===== config.mk =====
export PLATFORM = sky130hd
export DESIGN_NAME = vfas_decoder
export DESIGN_NICKNAME = d
export VERILOG_FILES = /design/src/rtl/vfas_pkg.sv /design/src/rtl/vfas_rst_sync.sv /design/src/rtl/vfas_field_split.sv /design/src/rtl/vfas_op_match.sv /design/src/rtl/vfas_legal_check.sv /design/src/rtl/vfas_decoder.sv
export SDC_FILE = /design/constraint.sdc
export NUM_CORES = 1
export LEC_CHECK = 0
export CELL_PAD_IN_SITES_DETAIL_PLACEMENT = 1
export CELL_PAD_IN_SITES_GLOBAL_PLACEMENT = 1
export CORE_ASPECT_RATIO = 2
export CORE_MARGIN = 2
export CORE_UTILIZATION = 47
export CTS_CLUSTER_DIAMETER = 30
export DETAILED_ROUTE_END_ITERATION = 10
export DONT_BUFFER_PORTS = 1
export PLACE_DENSITY_LB_ADDON = 0.1
export RECOVER_POWER = 50
export SYNTH_ARGS = -nofsm -noshare
export SYNTH_HDL_FRONTEND = slang
export SYNTH_HIERARCHICAL = 1
export SYNTH_SLANG_ARGS = --single-unit

===== constraint.sdc =====
create_clock -name clk -period 1.3 [get_ports clk]
set_input_delay 0.13 -clock clk [delete_from_list [all_inputs] [get_ports clk]]
set_output_delay 0.13 -clock clk [all_outputs]
set_load 0.005 [all_outputs]

===== src/rtl/vfas_pkg.sv =====
package vfas_pkg;

  parameter int unsigned INSTR_W = 32;
  parameter int unsigned REG_W   = 5;
  parameter int unsigned EW_W    = 2;
  parameter int unsigned GRP_W   = 2;
  parameter int unsigned MAJ_W   = 7;
  parameter int unsigned F3_W    = 3;
  parameter int unsigned F6_W    = 6;

  // field positions inside the instruction word
  localparam int unsigned MAJ_LSB  = 0;
  localparam int unsigned VD_LSB   = 7;
  localparam int unsigned F3_LSB   = 12;
  localparam int unsigned SRC1_LSB = 15;
  localparam int unsigned VS2_LSB  = 20;
  localparam int unsigned VM_BIT   = 25;
  localparam int unsigned F6_LSB   = 26;

  localparam logic [MAJ_W-1:0] MAJ_VECTOR = 7'b1010111;
  localparam logic [F3_W-1:0]  F3_VV      = 3'b001;
  localparam logic [F3_W-1:0]  F3_VF      = 3'b101;
  localparam logic [F6_W-1:0]  F6_ADD     = 6'b000000;
  localparam logic [F6_W-1:0]  F6_SUB     = 6'b000010;
  localparam logic [F6_W-1:0]  F6_RSUB    = 6'b100111;

  typedef enum logic [1:0] {
    VFAS_NONE = 2'd0,
    VFAS_ADD  = 2'd1,
    VFAS_SUB  = 2'd2,
    VFAS_RSUB = 2'd3
  } vfas_op_e;

  typedef struct packed {
    logic [F6_W-1:0]  f6;
    logic             unmasked;
    logic [REG_W-1:0] vs2;
    logic [REG_W-1:0] src1;
    logic [F3_W-1:0]  f3;
    logic [REG_W-1:0] vd;
    logic [MAJ_W-1:0] major;
  } vfas_fields_t;

  typedef struct packed {
    logic             hit;
    vfas_op_e         op;
    logic             scalar;
    logic             unmasked;
    logic [REG_W-1:0] vd;
    logic [REG_W-1:0] vs2;
    logic [REG_W-1:0] src1;
    logic             illegal;
  } vfas_result_t;

endpackage


===== src/rtl/vfas_rst_sync.sv =====
module vfas_rst_sync #(
  parameter int unsigned STAGES = 2
) (
  input  logic clk,
  input  logic rst_n,
  output logic rst_sync_n
);

  logic [STAGES-1:0] chain_q;
  logic [STAGES-1:0] chain_d;

  always_comb begin
    chain_d = {chain_q[STAGES-2:0], 1'b1};
  end

  always_ff @(posedge clk or negedge rst_n) begin
    if (!rst_n) chain_q <= '0;
    else        chain_q <= chain_d;
  end

  assign rst_sync_n = chain_q[STAGES-1];

endmodule


===== src/rtl/vfas_field_split.sv =====
module vfas_field_split
  import vfas_pkg::*;
(
  input  logic [INSTR_W-1:0] instr,
  output vfas_fields_t       fields
);

  always_comb begin
    fields.major    = instr[MAJ_LSB  +: MAJ_W];
    fields.vd       = instr[VD_LSB   +: REG_W];
    fields.f3       = instr[F3_LSB   +: F3_W];
    fields.src1     = instr[SRC1_LSB +: REG_W];
    fields.vs2      = instr[VS2_LSB  +: REG_W];
    fields.unmasked = instr[VM_BIT];
    fields.f6       = instr[F6_LSB   +: F6_W];
  end

endmodule


===== src/rtl/vfas_op_match.sv =====
module vfas_op_match
  import vfas_pkg::*;
(
  input  vfas_fields_t fields,
  output logic         hit,
  output vfas_op_e     op,
  output logic         scalar
);

  always_comb begin
    hit    = 1'b0;
    op     = VFAS_NONE;
    scalar = 1'b0;
    if (fields.major == MAJ_VECTOR) begin
      unique case (fields.f3)
        F3_VV: begin
          unique case (fields.f6)
            F6_ADD: begin hit = 1'b1; op = VFAS_ADD; end
            F6_SUB: begin hit = 1'b1; op = VFAS_SUB; end
            default: ;
          endcase
        end
        F3_VF: begin
          unique case (fields.f6)
            F6_ADD:  begin hit = 1'b1; op = VFAS_ADD;  scalar = 1'b1; end
            F6_SUB:  begin hit = 1'b1; op = VFAS_SUB;  scalar = 1'b1; end
            F6_RSUB: begin hit = 1'b1; op = VFAS_RSUB; scalar = 1'b1; end
            default: ;
          endcase
        end
        default: ;
      endcase
    end
  end

endmodule


===== src/rtl/vfas_legal_check.sv =====
module vfas_legal_check
  import vfas_pkg::*;
#(
  parameter int unsigned RW = REG_W,
  parameter int unsigned GW = GRP_W,
  parameter int unsigned EW = EW_W
) (
  input  logic [EW-1:0] ew,
  input  logic [GW-1:0] grp_log2,
  input  logic [RW-1:0] vd,
  input  logic [RW-1:0] vs2,
  input  logic [RW-1:0] src1,
  input  logic          unmasked,
  input  logic          scalar,
  output logic          ew_bad,
  output logic          overlap_bad,
  output logic          align_bad
);

  localparam int unsigned NOPS = 3;

  logic [RW-1:0]            grp_mask;
  logic [NOPS-1:0][RW-1:0]  idx;
  logic [NOPS-1:0]          checked;
  logic [NOPS-1:0]          misaligned;

  // low bits that must be zero for an index aligned to the group
  assign grp_mask = (RW'(1) << grp_log2) - RW'(1);

  // operand slots: 0 = vd, 1 = vs2, 2 = first source
  assign idx     = {src1, vs2, vd};
  assign checked = {~scalar, 1'b1, 1'b1};

  for (genvar k = 0; k < NOPS; k++) begin : g_align
    assign misaligned[k] = checked[k] & (|(idx[k] & grp_mask));
  end

  assign align_bad   = |misaligned;
  // destination group starts inside the first group, which holds v0
  assign overlap_bad = ~unmasked & ~(|(vd & ~grp_mask));
  assign ew_bad      = (ew == '0);

endmodule


===== src/rtl/vfas_decoder.sv =====
module vfas_decoder
  import vfas_pkg::*;
(
  input  logic               clk,
  input  logic               rst_n,
  input  logic               in_valid,
  input  logic [INSTR_W-1:0] in_instr,
  input  logic [EW_W-1:0]    cfg_ew,
  input  logic [GRP_W-1:0]   cfg_grp_log2,
  output logic               out_valid,
  output logic               out_hit,
  output logic [1:0]         out_op,
  output logic               out_scalar,
  output logic               out_unmasked,
  output logic [REG_W-1:0]   out_vd,
  output logic [REG_W-1:0]   out_vs2,
  output logic [REG_W-1:0]   out_src1,
  output logic               out_illegal
);

  logic         rst_sync_n;
  vfas_fields_t fields;
  logic         hit;
  vfas_op_e     op;
  logic         scalar;
  logic         ew_bad;
  logic         overlap_bad;
  logic         align_bad;

  vfas_result_t res_d;
  vfas_result_t res_q;
  logic         valid_d;
  logic         valid_q;

  vfas_rst_sync #(.STAGES(2)) i_rst_sync (
    .clk        (clk),
    .rst_n      (rst_n),
    .rst_sync_n (rst_sync_n)
  );

  vfas_field_split i_split (
    .instr  (in_instr),
    .fields (fields)
  );

  vfas_op_match i_match (
    .fields (fields),
    .hit    (hit),
    .op     (op),
    .scalar (scalar)
  );

  vfas_legal_check #(
    .RW (REG_W),
    .GW (GRP_W),
    .EW (EW_W)
  ) i_legal (
    .ew          (cfg_ew),
    .grp_log2    (cfg_grp_log2),
    .vd          (fields.vd),
    .vs2         (fields.vs2),
    .src1        (fields.src1),
    .unmasked    (fields.unmasked),
    .scalar      (scalar),
    .ew_bad      (ew_bad),
    .overlap_bad (overlap_bad),
    .align_bad   (align_bad)
  );

  // next state
  always_comb begin
    res_d   = '0;
    valid_d = in_valid;
    if (hit) begin
      res_d.hit      = 1'b1;
      res_d.op       = op;
      res_d.scalar   = scalar;
      res_d.unmasked = fields.unmasked;
      res_d.vd       = fields.vd;
      res_d.vs2      = fields.vs2;
      res_d.src1     = fields.src1;
      res_d.illegal  = ew_bad | overlap_bad | align_bad;
    end
  end

  // registers
  always_ff @(posedge clk or negedge rst_sync_n) begin
    if (!rst_sync_n) begin
      valid_q <= 1'b0;
    end else begin
      valid_q <= valid_d;
    end
  end

  always_ff @(posedge clk or negedge rst_sync_n) begin
    if (!rst_sync_n) begin
      res_q <= '0;
    end else if (in_valid) begin
      res_q <= res_d;
    end
  end

  assign out_valid    = valid_q;
  assign out_hit      = res_q.hit;
  assign out_op       = res_q.op;
  assign out_scalar   = res_q.scalar;
  assign out_unmasked = res_q.unmasked;
  assign out_vd       = res_q.vd;
  assign out_vs2      = res_q.vs2;
  assign out_src1     = res_q.src1;
  assign out_illegal  = res_q.illegal;

  AST_VALID_FOLLOWS: assert property (@(posedge clk) disable iff (!rst_sync_n)
    in_valid |=> out_valid);
  AST_VALID_PULSE: assert property (@(posedge clk) disable iff (!rst_sync_n)
    !in_valid |=> !out_valid);
  AST_HOLD_IDLE: assert property (@(posedge clk) disable iff (!rst_sync_n)
    !in_valid |=> ($stable(out_hit) && $stable(out_op) && $stable(out_vd) && $stable(out_illegal)));
  AST_EW_ZERO_ILLEGAL: assert property (@(posedge clk) disable iff (!rst_sync_n)
    (in_valid && hit && ew_bad) |=> out_illegal);
  AST_ILLEGAL_NEEDS_HIT: assert property (@(posedge clk) disable iff (!rst_sync_n)
    out_illegal |-> out_hit);
  AST_RSUB_SCALAR_ONLY: assert property (@(posedge clk) disable iff (!rst_sync_n)
    (out_hit && out_op == VFAS_RSUB) |-> out_scalar);

endmodule


==> reports/metrics.yaml, run 1 <==
finish:
  fill_cells: 311
  drive_above_1_share_pct: 34.2
  stdcell_count: 185
  diodes: 0
  final_cell_mix: "24 x dfrtp_1, 23 x inv_1, 20 x dlygate4sd3_1"
  syn_to_final_growth_pct: 24.8
  nets: 195
  mostFrequentLayoutCell: "dfrtp_1"
cts:
  cts.path.max_buffers: 2
  cts-root-buf: "clkbuf_8"
  clk_latency_ps: 270
  h-tree-depth: 1
  tritoncts: "done"
  cts.sinks: 24
  cts_buffers: 3
  clk_pin_slew_ps: 80
critical_path:
  cp-start-kind: "primary input"
  crit_type: "in2reg"
  crit_arrival_ps: 1650
  required_ps: 1450
  path_max_fanout: 3
  end_kind: "flip-flop"
sta:
  max_freq_mhz: 663
  slew_viol_final: 0
  skew_ps: 0.601
  worst_pin_slew_ps: 583
  max_slew_margin_pct: 61.1
  rsz0062_at_grt: "true"
  hold_violations: 0
  post-route-min-period_ps: 1510
  fin_ws_ps: -207
  post-route-period-util_pct: 116
  setup_viol: 11
drt:
  avgRoutedWirePerCell_um: 20.5
  drc: 0
  antenna_left: 0
  dr_total_vias: 1093
  vias_per_cell: 5.91
  first_iter_violations: 26
  wirelength_mm: 3.80
  dr.pass1.iters: 4
run:
  maxCapViolations: 0
synthesis:
  ys_types: 27
  synth_nets: 196
  postSynthCellCount: 157
  avgSynthCellArea_um2: 8.88
  synth-seq-cells: 24
  yosysSeqAreaShare_pct: 43.1
  synth_warnings: 6
  syn_area_mm2: 0.00139
floorplan:
  pin_count: 61
  start_util_pct: 47.9
  row_count: 28
  coreArea_mm2: 0.00291
  dieHeight_um: 81.0
  die_area_mm2: 0.00344
  die_x_um: 42.5
power:
  p_leak_nw: 0.691
  cellPowerDensity_mw_per_mm2: 816
  total_power_mw: 1.42
  vdd_drop_max_mv: 0.747
placement:
  pre_cts_slack_ps: -393
  dp_hpwl_mm: 2.13
  gp_congestion: 0.722
  place_inst: 156
  io_buffers: 0
grt:
  grt_max_degree: 30
  grt-ovfl-total: 0
  grt_pass1_vias: 1087
  antenna_found_initial: 0
  grt_pass1_wl_mm: 5.11
  grt_use_total_pct: 20.2
run_status:
  violations: "negative setup slack"
  run_status: "finished, violations left"
worst_hold_path:
  hp-class: "in2reg"
==> timing repair <==
action,CTS,global route
buffers inserted,0,1
gates resized for setup,1,15
hold buffers,16,5
gates cloned,0,3
endpoints found under the hold margin,24,5
endpoints found under the setup margin,3,21
==> cell usage after synthesis <==
library cell  instances  area (um2)
nand4_1               1        6.26
o21ai_0              21         105
o32ai_1               1        8.76
inv_1                23        86.3
o22ai_1               1        6.26
nor3_2                2        20.0
clkbuf_2              1        5.00
buf_4                34         255
nand4_2               1        12.5
and4_1                1        8.76
o221a_2               1        11.3
dfrtp_1              24         601
o211a_1               1        10.0
buf_2                 3        15.0
nor2_1                3        11.3
nor2b_1               1        6.26
a21oi_1               4        20.0
conb_1                1        3.75
nor3_1                2        10.0
nor2b_2               1        8.76
or3_4                 1        11.3
nand3_1              19        95.1
a2111oi_4             1        27.5
o21ai_1               2        10.0
nor2_2                1        6.26
nand4b_1              2        17.5
nand2_1               4        15.0
==> critical path, cell delays in order <==
cell and delay [ps]:
nand4b_1 150, or3_4 410, nor3_4 210, nor2b_2 70, o32ai_2 230, o21ai_1 130
nor3_2 200, o22ai_1 130
==> path summary, 6_finish.rpt <==
path | cells past startpoint | endpoint | slack, ps | start
hold / removal | 1 | out_valid | 70 | in_valid
hold reg to reg | 1 | out_src1[3] | 320 | i_rst_sync/chain_q[1]
setup / recovery | 8 | out_illegal | -210 | in_instr[5]
min in group asynchronous | 1 | i_rst_sync/chain_q[1] | 80 | rst_n
max in group asynchronous | 1 | out_vs2[2] | 600 | i_rst_sync/chain_q[1]
setup reg to reg | 1 | out_vs2[2] | 600 | i_rst_sync/chain_q[1]
==> stage by stage <==
stage / hold WS [ps] / utilization, % / setup TNS [ps] / instance area (um2)
6_report: 67.3 / 59.8 / -442 / 1740
5_1_grt: 59.4 / 59.8 / -1280 / 1740
4_1_cts: 0.179 / 53.3 / -130 / 1550
3_5_place_dp: -166 / 45.4 / -5530 / 1320
3_3_place_gp: -166 / 45.4 / -4940 / 1320
2_1_floorplan: -166 / - / -5230 / 1510
==> layer usage <==
metal | GRT usage (%) | wire length (um)
met1 | 21.4 | 1270
met2 | 38.3 | 2180
met3 | 3.11 | 241
met4 | 8.75 | 112
met5 | 0 | 0
==> flip-flops by register name, summed over array words and instances (netlist names) <==
signal	count
out_src1	5
i_rst_sync/chain_q	2
out_vd	5
out_valid	1
out_vs2	5
out_hit	1
out_scalar	1
out_unmasked	1
out_illegal	1
out_op	2
==> logic make-up (layout without fill, tap and decap cells) <==
group	count (synthesis)	after routing	share of synthesized area, %
other cells	1	1	0.269
buf+inv	61	59	25.9
compound gates	32	32	14.3
simple gates	39	39	16.4
flops	24	24	43.1
==> where the power goes <==
group	total (mW)	internal, mW	switching [mW]
Sequential	0.752	0.750	0.00181
Clock	0.511	0.271	0.240
Combinational	0.156	0.0694	0.0863
Total	1.42	1.09	0.328
==> area by class of cell <==
type / instances / area [um2] / share of cell area, %
timing repair buffer: 32 / 359 / 20.6
multi-input combinational: 72 / 601 / 34.5
clock buffer: 4 / 55.1 / 3.17
sequential: 24 / 601 / 34.5
inverter: 23 / 86.3 / 4.96
tap: 30 / 37.5 / 2.16
Note: power is estimated with default switching activity, not from simulation.
==> run 2, diff against run 1 <==
--- a/config.mk
+++ b/config.mk
@@ -15,6 +15,7 @@
 export DONT_BUFFER_PORTS = 1
 export PLACE_DENSITY_LB_ADDON = 0.1
 export RECOVER_POWER = 50
+export SKIP_CTS_REPAIR_TIMING = 1
 export SYNTH_ARGS = -nofsm -noshare
 export SYNTH_HDL_FRONTEND = slang
 export SYNTH_HIERARCHICAL = 1
==> reports/metrics.yaml, run 2 (synthesized netlist as in run 1, its figures left out) <==
drt:
  antenna_left: 0
  avgRoutedWirePerCell_um: 21.8
  first_iter_violations: 8
  wirelength_mm: 4.06
  dr_total_vias: 1113
  drc: 0
  vias_per_cell: 5.98
  dr.pass1.iters: 4
sta:
  hold_violations: 1
  worst_pin_slew_ps: 689
  post-route-min-period_ps: 1490
  max_freq_mhz: 671
  fin_ws_ps: -190
  holdWs_ps: -0.244
  skew_ps: 1.97
  slew_viol_final: 0
  finalSetupTns_ps: -316
  setup_viol: 9
  post-route-period-util_pct: 115
  rsz0062_at_grt: "true"
  max_slew_margin_pct: 53.9
critical_path:
  cp-start-kind: "primary input"
  end_kind: "flip-flop"
  cp.buffers_inverters: 0
  path_max_fanout: 3
  crit_type: "in2reg"
  path_cells: "nand4b_1, or3_4, nor3_4, nor2b_2, o32ai_2, o21ai_1, nor3_2, o22ai_1"
  crit_arrival_ps: 1640
  critPathMaxStageDelay_ps: 410
  slowest_stage: "or3_4"
  required_ps: 1450
  crit_family: "simple AND/OR/NAND/NOR gates"
  reg2reg_slack_ps: 610
run:
  maxCapViolations: 0
placement:
  dp_hpwl_mm: 2.13
  pre_cts_slack_ps: -393
  place_inst: 156
  gp_congestion: 0.722
  io_buffers: 0
  place_area_mm2: 0.00132
cts:
  cts-root-buf: "clkbuf_8"
  cts.sinks: 24
  clk_pin_slew_ps: 90
  cts_buffers: 3
  clk_latency_ps: 270
  tritoncts: "done"
  cts.path.max_buffers: 2
  h-tree-depth: 1
grt:
  grt_use_total_pct: 17.4
  grt_pass1_vias: 949
  grt-ovfl-total: 0
  antenna_found_initial: 0
  grt_pass1_wl_mm: 4.39
  grt_max_degree: 43
run_status:
  run_status: "finished, violations left"
  violations: "negative hold slack, negative setup slack"
finish:
  nets: 196
  postLayoutCellArea_mm2: 0.00176
  final_cell_mix: "24 x dfrtp_1, 23 x inv_1, 21 x dlygate4sd3_1"
  fin_util_pct: 60.5
  diodes: 0
  syn_to_final_growth_pct: 26.3
  stdcell_count: 186
  drive_above_1_share_pct: 34.6
  mostFrequentLayoutCell: "dfrtp_1"
floorplan:
  coreArea_mm2: 0.00291
  pin_count: 61
  die_area_mm2: 0.00344
  row_count: 28
  die_x_um: 42.5
  start_util_pct: 47.9
  dieHeight_um: 81.0
power:
  vdd_drop_max_mv: 0.523
  total_power_mw: 1.42
  cellPowerDensity_mw_per_mm2: 809
  p_leak_nw: 0.697
worst_hold_path:
  hp-class: "in2reg"
run 2: worst paths after layout:
check,depth (start not counted),from,to
min in group asynchronous,1,rst_n,i_rst_sync/chain_q[1]
hold reg to reg,1,i_rst_sync/chain_q[1],out_vs2[4]
setup reg to reg,1,i_rst_sync/chain_q[1],out_vs2[0]
hold / removal,2,in_valid,out_vd[0]
max in group asynchronous,1,i_rst_sync/chain_q[1],out_vs2[0]
setup / recovery,8,in_instr[5],out_illegal
run 2: final cells by class:
cell class | count | area [um2]
Fill cell | 308 | 1150
Multi-Input combinational cell | 72 | 612
Sequential cell | 24 | 601
Timing Repair Buffer | 33 | 369
Inverter | 23 | 86.3
Clock buffer | 4 | 55.1
Tap cell | 30 | 37.5
run 2: routing by layer:
layer,routed length (um),track usage [%],up-vias
met5,0,0,-
met4,255,7.50,0
met3,269,4.00,19
met2,2250,33.1,63
met1,1290,17.4,544
li1,-,-,487
run 2: report_power, final:
group | internal, mW | leakage, nW | total [mW] | switching [mW]
clock | 0.271 | 0.0288 | 0.516 | 0.246
combinational | 0.0714 | 0.340 | 0.156 | 0.0842
sequential | 0.750 | 0.329 | 0.752 | 0.00180
